<file path="src/rtl/scf_pkg.sv">
package scf_pkg;
    typedef enum logic [1:0] {
        ST_EMPTY   = 2'd0,
        ST_PARTIAL = 2'd1,
        ST_FULL    = 2'd2
    } occ_state_e;
endpackage

</file>
<file path="src/rtl/scf_store.sv">
module scf_store #(
    parameter int DEPTH = 8,
    parameter int WIDTH = 9,
    localparam int PTR_W = $clog2(DEPTH)
) (
    input  logic             clk,
    input  logic             rst_n,
    input  logic             wr_en,
    input  logic [PTR_W-1:0] wr_ptr,
    input  logic [WIDTH-1:0] wr_data,
    input  logic             rd_en,
    input  logic [PTR_W-1:0] rd_ptr,
    output logic [WIDTH-1:0] rd_data
);
    logic [WIDTH-1:0] slot_q [DEPTH];

    // Storage array: one writer, no reset needed on the contents.
    always_ff @(posedge clk) begin
        if (wr_en) begin
            slot_q[wr_ptr] <= wr_data;
        end
    end

    // Output register: updated only on an accepted pop.
    always_ff @(posedge clk or negedge rst_n) begin
        if (!rst_n) begin
            rd_data <= '0;
        end else if (rd_en) begin
            rd_data <= slot_q[rd_ptr];
        end
    end
endmodule

</file>
<file path="src/rtl/scf_ctrl.sv">
module scf_ctrl
    import scf_pkg::*;
#(
    parameter int DEPTH = 8,
    localparam int PTR_W = $clog2(DEPTH),
    localparam int OCC_W = PTR_W + 1
) (
    input  logic             clk,
    input  logic             rst_n,
    input  logic             soft_clr,
    input  logic             push,
    input  logic             pop,
    output logic             wr_en,
    output logic             rd_en,
    output logic [PTR_W-1:0] wr_ptr,
    output logic [PTR_W-1:0] rd_ptr,
    output logic [OCC_W-1:0] occ,
    output occ_state_e       state
);
    localparam logic [PTR_W-1:0] PTR_LAST = PTR_W'(DEPTH - 1);
    localparam logic [OCC_W-1:0] OCC_LAST = OCC_W'(DEPTH - 1);
    localparam logic [OCC_W-1:0] OCC_ONE  = OCC_W'(1);

    occ_state_e       state_nxt;
    logic [OCC_W-1:0] occ_nxt;

    // Output process: accept decisions from the current state.
    always_comb begin
        wr_en = 1'b0;
        rd_en = 1'b0;
        unique case (state)
            ST_EMPTY: begin
                wr_en = push;
            end
            ST_PARTIAL: begin
                wr_en = push;
                rd_en = pop;
            end
            ST_FULL: begin
                rd_en = pop;
            end
            default: begin
                wr_en = 1'b0;
                rd_en = 1'b0;
            end
        endcase
        if (soft_clr) begin
            wr_en = 1'b0;
            rd_en = 1'b0;
        end
    end

    // Next-state process.
    always_comb begin
        state_nxt = state;
        unique case (state)
            ST_EMPTY: begin
                if (wr_en) state_nxt = ST_PARTIAL;
            end
            ST_PARTIAL: begin
                if (wr_en && !rd_en && occ == OCC_LAST) begin
                    state_nxt = ST_FULL;
                end else if (rd_en && !wr_en && occ == OCC_ONE) begin
                    state_nxt = ST_EMPTY;
                end
            end
            ST_FULL: begin
                if (rd_en) state_nxt = ST_PARTIAL;
            end
            default: state_nxt = ST_EMPTY;
        endcase
        if (soft_clr) state_nxt = ST_EMPTY;
    end

    always_comb begin
        occ_nxt = occ + OCC_W'(wr_en) - OCC_W'(rd_en);
        if (soft_clr) occ_nxt = '0;
    end

    // State register process.
    always_ff @(posedge clk or negedge rst_n) begin
        if (!rst_n) begin
            state <= ST_EMPTY;
            occ   <= '0;
        end else begin
            state <= state_nxt;
            occ   <= occ_nxt;
        end
    end

    always_ff @(posedge clk or negedge rst_n) begin
        if (!rst_n) begin
            wr_ptr <= '0;
            rd_ptr <= '0;
        end else if (soft_clr) begin
            wr_ptr <= '0;
            rd_ptr <= '0;
        end else begin
            if (wr_en) wr_ptr <= (wr_ptr == PTR_LAST) ? '0 : wr_ptr + 1'b1;
            if (rd_en) rd_ptr <= (rd_ptr == PTR_LAST) ? '0 : rd_ptr + 1'b1;
        end
    end
endmodule

</file>
<file path="src/rtl/scf_status.sv">
module scf_status
    import scf_pkg::*;
#(
    parameter int DEPTH = 8,
    localparam int PTR_W = $clog2(DEPTH),
    localparam int OCC_W = PTR_W + 1
) (
    input  logic             clk,
    input  logic             rst_n,
    input  logic             soft_clr,
    input  logic             push,
    input  logic             pop,
    input  occ_state_e       state,
    input  logic [OCC_W-1:0] occ,
    output logic [PTR_W-1:0] level,
    output logic             full,
    output logic             half_full,
    output logic             overflow,
    output logic             underflow
);
    localparam logic [OCC_W-1:0] OCC_HALF = OCC_W'(DEPTH / 2);

    // Short counter: drop the top bit, so a full buffer reads 0.
    assign level     = occ[PTR_W-1:0];
    assign full      = (state == ST_FULL);
    assign half_full = (occ >= OCC_HALF);

    always_ff @(posedge clk or negedge rst_n) begin
        if (!rst_n) begin
            overflow  <= 1'b0;
            underflow <= 1'b0;
        end else if (soft_clr) begin
            overflow  <= 1'b0;
            underflow <= 1'b0;
        end else begin
            if (push && state == ST_FULL)  overflow  <= 1'b1;
            if (pop  && state == ST_EMPTY) underflow <= 1'b1;
        end
    end
endmodule

</file>
<file path="src/rtl/shortcnt_fifo.sv">
module shortcnt_fifo
    import scf_pkg::*;
#(
    parameter int DEPTH = 8,
    parameter int WIDTH = 9,
    localparam int PTR_W = $clog2(DEPTH),
    localparam int OCC_W = PTR_W + 1
) (
    input  logic             clk,
    input  logic             rst_n,
    input  logic             soft_clr,
    input  logic             push,
    input  logic [WIDTH-1:0] push_data,
    input  logic             pop,
    output logic [WIDTH-1:0] pop_data,
    output logic [PTR_W-1:0] level,
    output logic             full,
    output logic             half_full,
    output logic             overflow,
    output logic             underflow
);
    logic             wr_en;
    logic             rd_en;
    logic [PTR_W-1:0] wr_ptr;
    logic [PTR_W-1:0] rd_ptr;
    logic [OCC_W-1:0] occ;
    occ_state_e       state;

    scf_ctrl #(.DEPTH(DEPTH)) ctrl_i (
        .clk      (clk),
        .rst_n    (rst_n),
        .soft_clr (soft_clr),
        .push     (push),
        .pop      (pop),
        .wr_en    (wr_en),
        .rd_en    (rd_en),
        .wr_ptr   (wr_ptr),
        .rd_ptr   (rd_ptr),
        .occ      (occ),
        .state    (state)
    );

    scf_store #(.DEPTH(DEPTH), .WIDTH(WIDTH)) store_i (
        .clk     (clk),
        .rst_n   (rst_n),
        .wr_en   (wr_en),
        .wr_ptr  (wr_ptr),
        .wr_data (push_data),
        .rd_en   (rd_en),
        .rd_ptr  (rd_ptr),
        .rd_data (pop_data)
    );

    scf_status #(.DEPTH(DEPTH)) status_i (
        .clk       (clk),
        .rst_n     (rst_n),
        .soft_clr  (soft_clr),
        .push      (push),
        .pop       (pop),
        .state     (state),
        .occ       (occ),
        .level     (level),
        .full      (full),
        .half_full (half_full),
        .overflow  (overflow),
        .underflow (underflow)
    );
endmodule

</file>
<file path="config.mk">
export PLATFORM = sky130hd
export DESIGN_NAME = shortcnt_fifo
export DESIGN_NICKNAME = d
export VERILOG_FILES = /design/src/rtl/scf_pkg.sv /design/src/rtl/scf_store.sv /design/src/rtl/scf_ctrl.sv /design/src/rtl/scf_status.sv /design/src/rtl/shortcnt_fifo.sv
export SDC_FILE = /design/constraint.sdc
export NUM_CORES = 1
export LEC_CHECK = 0
export BUFFER_PORTS_ARGS = -buffer_cell sky130_fd_sc_hd__buf_2
export CORE_ASPECT_RATIO = 1.2
export CORE_MARGIN = 1
export CORE_UTILIZATION = 35
export DETAILED_ROUTE_END_ITERATION = 8
export GPL_TIMING_DRIVEN = 0
export REMOVE_ABC_BUFFERS = 1
export SYNTH_ARGS = -nofsm -noshare
export SYNTH_HDL_FRONTEND = slang
export SYNTH_SLANG_ARGS = --single-unit
</file>
<file path="constraint.sdc">
create_clock -name clk -period 5 [get_ports clk]
set_input_delay 1 -clock clk [delete_from_list [all_inputs] [get_ports clk]]
set_output_delay 1 -clock clk [all_outputs]
set_load 0.005 [all_outputs]
</file>
==> impl_metrics.json <==
{
  "status": "complete, no violations",
  "root_buffer": "clkbuf_16",
  "rrSetupSlack_ns": 2.06,
  "r2r-start": "ctrl_i.state[0]",
  "use_met1_pct": 16.7,
  "num_antenna_cells": 0,
  "power.density_nw_per_um2": 437,
  "placed_cells": 437,
  "top_usage_layer": "met2",
  "path_buf_inv": 3,
  "cp-start-kind": "input pin",
  "yosysSeqAreaShare_pct": 68.1,
  "drv_cap": 0,
  "drt-pass1-iter-count": 4,
  "arrival_ns": 3.18,
  "grt_pass1_vias": 2293,
  "die_h_um": 119,
  "grt_pass1_wl_um": 12200,
  "syn_avg_cell_area_sq_um": 15.2,
  "cts-resized-gates": 0,
  "path_depth": 10,
  "setup_violations": 0,
  "yosysTopAreaCell": "edfxtp_1",
  "syn-cell-area_sq_um": 4020,
  "clockPowerShare_pct": 33.6,
  "synthDistinctLibCells": 32,
  "mostFrequentLayoutCell": "edfxtp_1",
  "use_met3_pct": 3.17,
  "leakage_nw": 1.72,
  "post-route-period-util_pct": 59.3,
  "layout.cells.non_filler": 453,
  "fp.dieW_um": 99.8,
  "p_int_mw": 1.50,
  "cts.sinks": 95,
  "antenna_left": 0,
  "min_period_ns": 2.97,
  "insertion_delay_ns": 0.34,
  "p_sw_mw": 0.528,
  "io_buffers": 29,
  "finalWeightedCongestion": 0.690,
  "layout_common_cells": "edfxtp_1 (72), buf_2 (29), mux2i_1 (22), dfrtp_1 (22), mux2_2 (18)",
  "crit_type": "in -> reg",
  "switching_share_pct": 26.1,
  "synthFlopType": "edfxtp_1",
  "ys_ff_latch": 95,
  "p_seq_share_pct": 48.2,
  "core_sq_um": 11100,
  "clk_path_buf_depth": 2,
  "synthCells": 264,
  "cp_slowest_stage_delay_ns": 0.68,
  "max_freq_ghz": 0.337,
  "crit_end": "ctrl_i.occ[3]",
  "synthTopCellsByArea": "edfxtp_1 (54%), dfrtp_1 (14%), mux2i_1 (5.5%)",
  "cts_setup_buffers": 0,
  "critPathCaptureType": "register",
  "required_ns": 5.22,
  "syn2layout_area_growth_pct": 15.2,
  "finalNetCount": 324,
  "fp-row-count": 42,
  "grt_overflow": 0,
  "use_met2_pct": 24.8,
  "netlist.area_leader.share_pct": 53.8,
  "worstSetupStartpoint": "soft_clr",
  "synthArstFlopShare_pct": 24.2,
  "yosysWarnings": 0,
  "drt_wl_total_um": 7630,
  "slowest_stage": "or2_1",
  "crit_fanout": 20,
  "viasPerCell": 4.90,
  "grt_antenna_before_repair": 0,
  "drive_above_1_share_pct": 24.1,
  "clk_pin_slew_ns": 0.06,
  "grtUsageTotal_pct": 14.2,
  "min_path_type": "reg -> reg",
  "cp_cell_sequence": "buf_2, or2_1, inv_1, ha_1, inv_1, ha_1, a21o_1, a21oi_1, xnor2_1, nor2_1",
  "fin_setup_tns_ns": 0,
  "placed_area_sq_um": 4330,
  "drcViolationCount": 0,
  "numCtsBuffers": 9,
  "r2r_cells": 12,
  "cts.htree.levels": 3,
  "pin_count": 30,
  "start_util_pct": 36.2,
  "rsz0062_at_grt": "no",
  "synth_edf_count": 72,
  "drtIter0Drc": 68,
  "die-area_sq_um": 11900,
  "relSlewSlack_pct": 29.2,
  "p_comb_share_pct": 18.2,
  "worst_slew_pin_slew_ns": 1.06,
  "fin_area_sq_um": 4630,
  "vdd_ir_drop_max_mv": 0.165,
  "tritoncts": "done",
  "final_max_slew_viol_count": 0,
  "post-dp-hpwl_um": 4810,
  "hold_viol": 0,
  "grt_max_degree": 30,
  "cts_hold_buf": 0,
  "whs_ns": 0.488,
  "vias": 2221,
  "cp_top_family": "simple AND/OR/NAND/NOR gates",
  "finalClockSkew_ns": 0.00445,
  "detail_route.wl_per_cell_um": 16.8,
  "r2r_end": "ctrl_i.occ[3]"
}
==> cells by family (layout without fill, tap and decap cells) <==
family / Yosys count / in the layout / synth area share [%]
muxes: 40 / 40 / 10.5
and+or+nand+nor: 49 / 49 / 6.10
adders and majority gates: 16 / 16 / 5.17
buffers and inverters: 23 / 58 / 3.33
DFF: 95 / 95 / 68.1
xor gates and xnor gates: 2 / 2 / 0.436
AOI/OAI and AO/OA: 39 / 39 / 6.32
==> flip-flops by register name (all words and copies together), names as in the netlist <==
register / count
ctrl_i.occ: 4
ctrl_i.wr_ptr: 3
status_i.underflow: 1
store_i.slot_q: 72
store_i.rd_data: 9
ctrl_i.state: 2
status_i.overflow: 1
ctrl_i.rd_ptr: 3
==> worst register-to-register path, delay by kind of cell (launching register included) <==
kind                     cells  cell delay [ns]
AO/OA/AOI/OAI                2             0.33
AND/OR/NAND/NOR              3             0.89
buffers and inverters        3             0.29
flip-flops                   1             0.38
adder cells (fa/ha/maj)      3             0.80
XOR/XNOR                     1             0.13
==> power groups by stage <==
stage / clock [mW] / combinational (mW) / sequential (mW)
after floorplan: 0 / 0.229 / 0.999
after global placement: 0 / 0.340 / 1.01
after detailed placement: 0 / 0.376 / 0.993
after CTS: 0.697 / 0.378 / 0.978
after global routing: 0.728 / 0.421 / 0.985
final: 0.680 / 0.368 / 0.975
==> cells in the mapped netlist, types with 2 or more instances <==
library cell,n
nor2b_1,4
nand4b_1,2
nor2_1,14
xnor2_1,2
buf_6,2
dfrtp_1,23
mux2i_1,22
edfxtp_1,72
mux2_2,18
nor3_1,4
inv_1,10
nand2_1,14
o21ai_0,2
a221o_1,9
nor3b_1,5
buf_4,4
clkbuf_1,4
o22ai_1,9
a21oi_1,8
o21ai_1,10
ha_1,15
==> worst min path at each step <==
stage	start	depth (start not counted)	endpoint	slack, ns
floorplan	store_i.rd_data[0]	2	store_i.rd_data[0]	0.48
finish	store_i.rd_data[6]	2	store_i.rd_data[6]	0.49
global placement	store_i.rd_data[7]	2	store_i.rd_data[7]	0.47
detailed placement	store_i.rd_data[6]	2	store_i.rd_data[6]	0.48
CTS	store_i.rd_data[6]	2	store_i.rd_data[6]	0.50
global route	store_i.rd_data[6]	2	store_i.rd_data[6]	0.51
==> through the flow <==
step	power (mW)	setup WS (ns)	util, %
5_1_grt	2.13	1.80	41.8
4_1_cts	2.05	2.03	41.8
3_3_place_gp	1.35	1.44	38.4
6_report	2.02	2.03	41.8
3_5_place_dp	1.37	1.67	39.1
2_1_floorplan	1.23	2.24	-
==> layout make-up <==
class | count | area (sq um)
clock buffer | 9 | 225
clock inverter | 7 | 70.1
fill | 1022 | 6460
inverter | 10 | 37.5
multi-input combinational | 146 | 1180
sequential | 95 | 2740
tap | 154 | 193
timing repair buffer | 32 | 188
==> metal layers <==
layer  wire, um  up-vias
li1           -     1052
met1       3220     1117
met2       4020       43
met3        281        9
met4        104        0
met5          0        -
No activity file was read; power rests on OpenSTA's default activity.
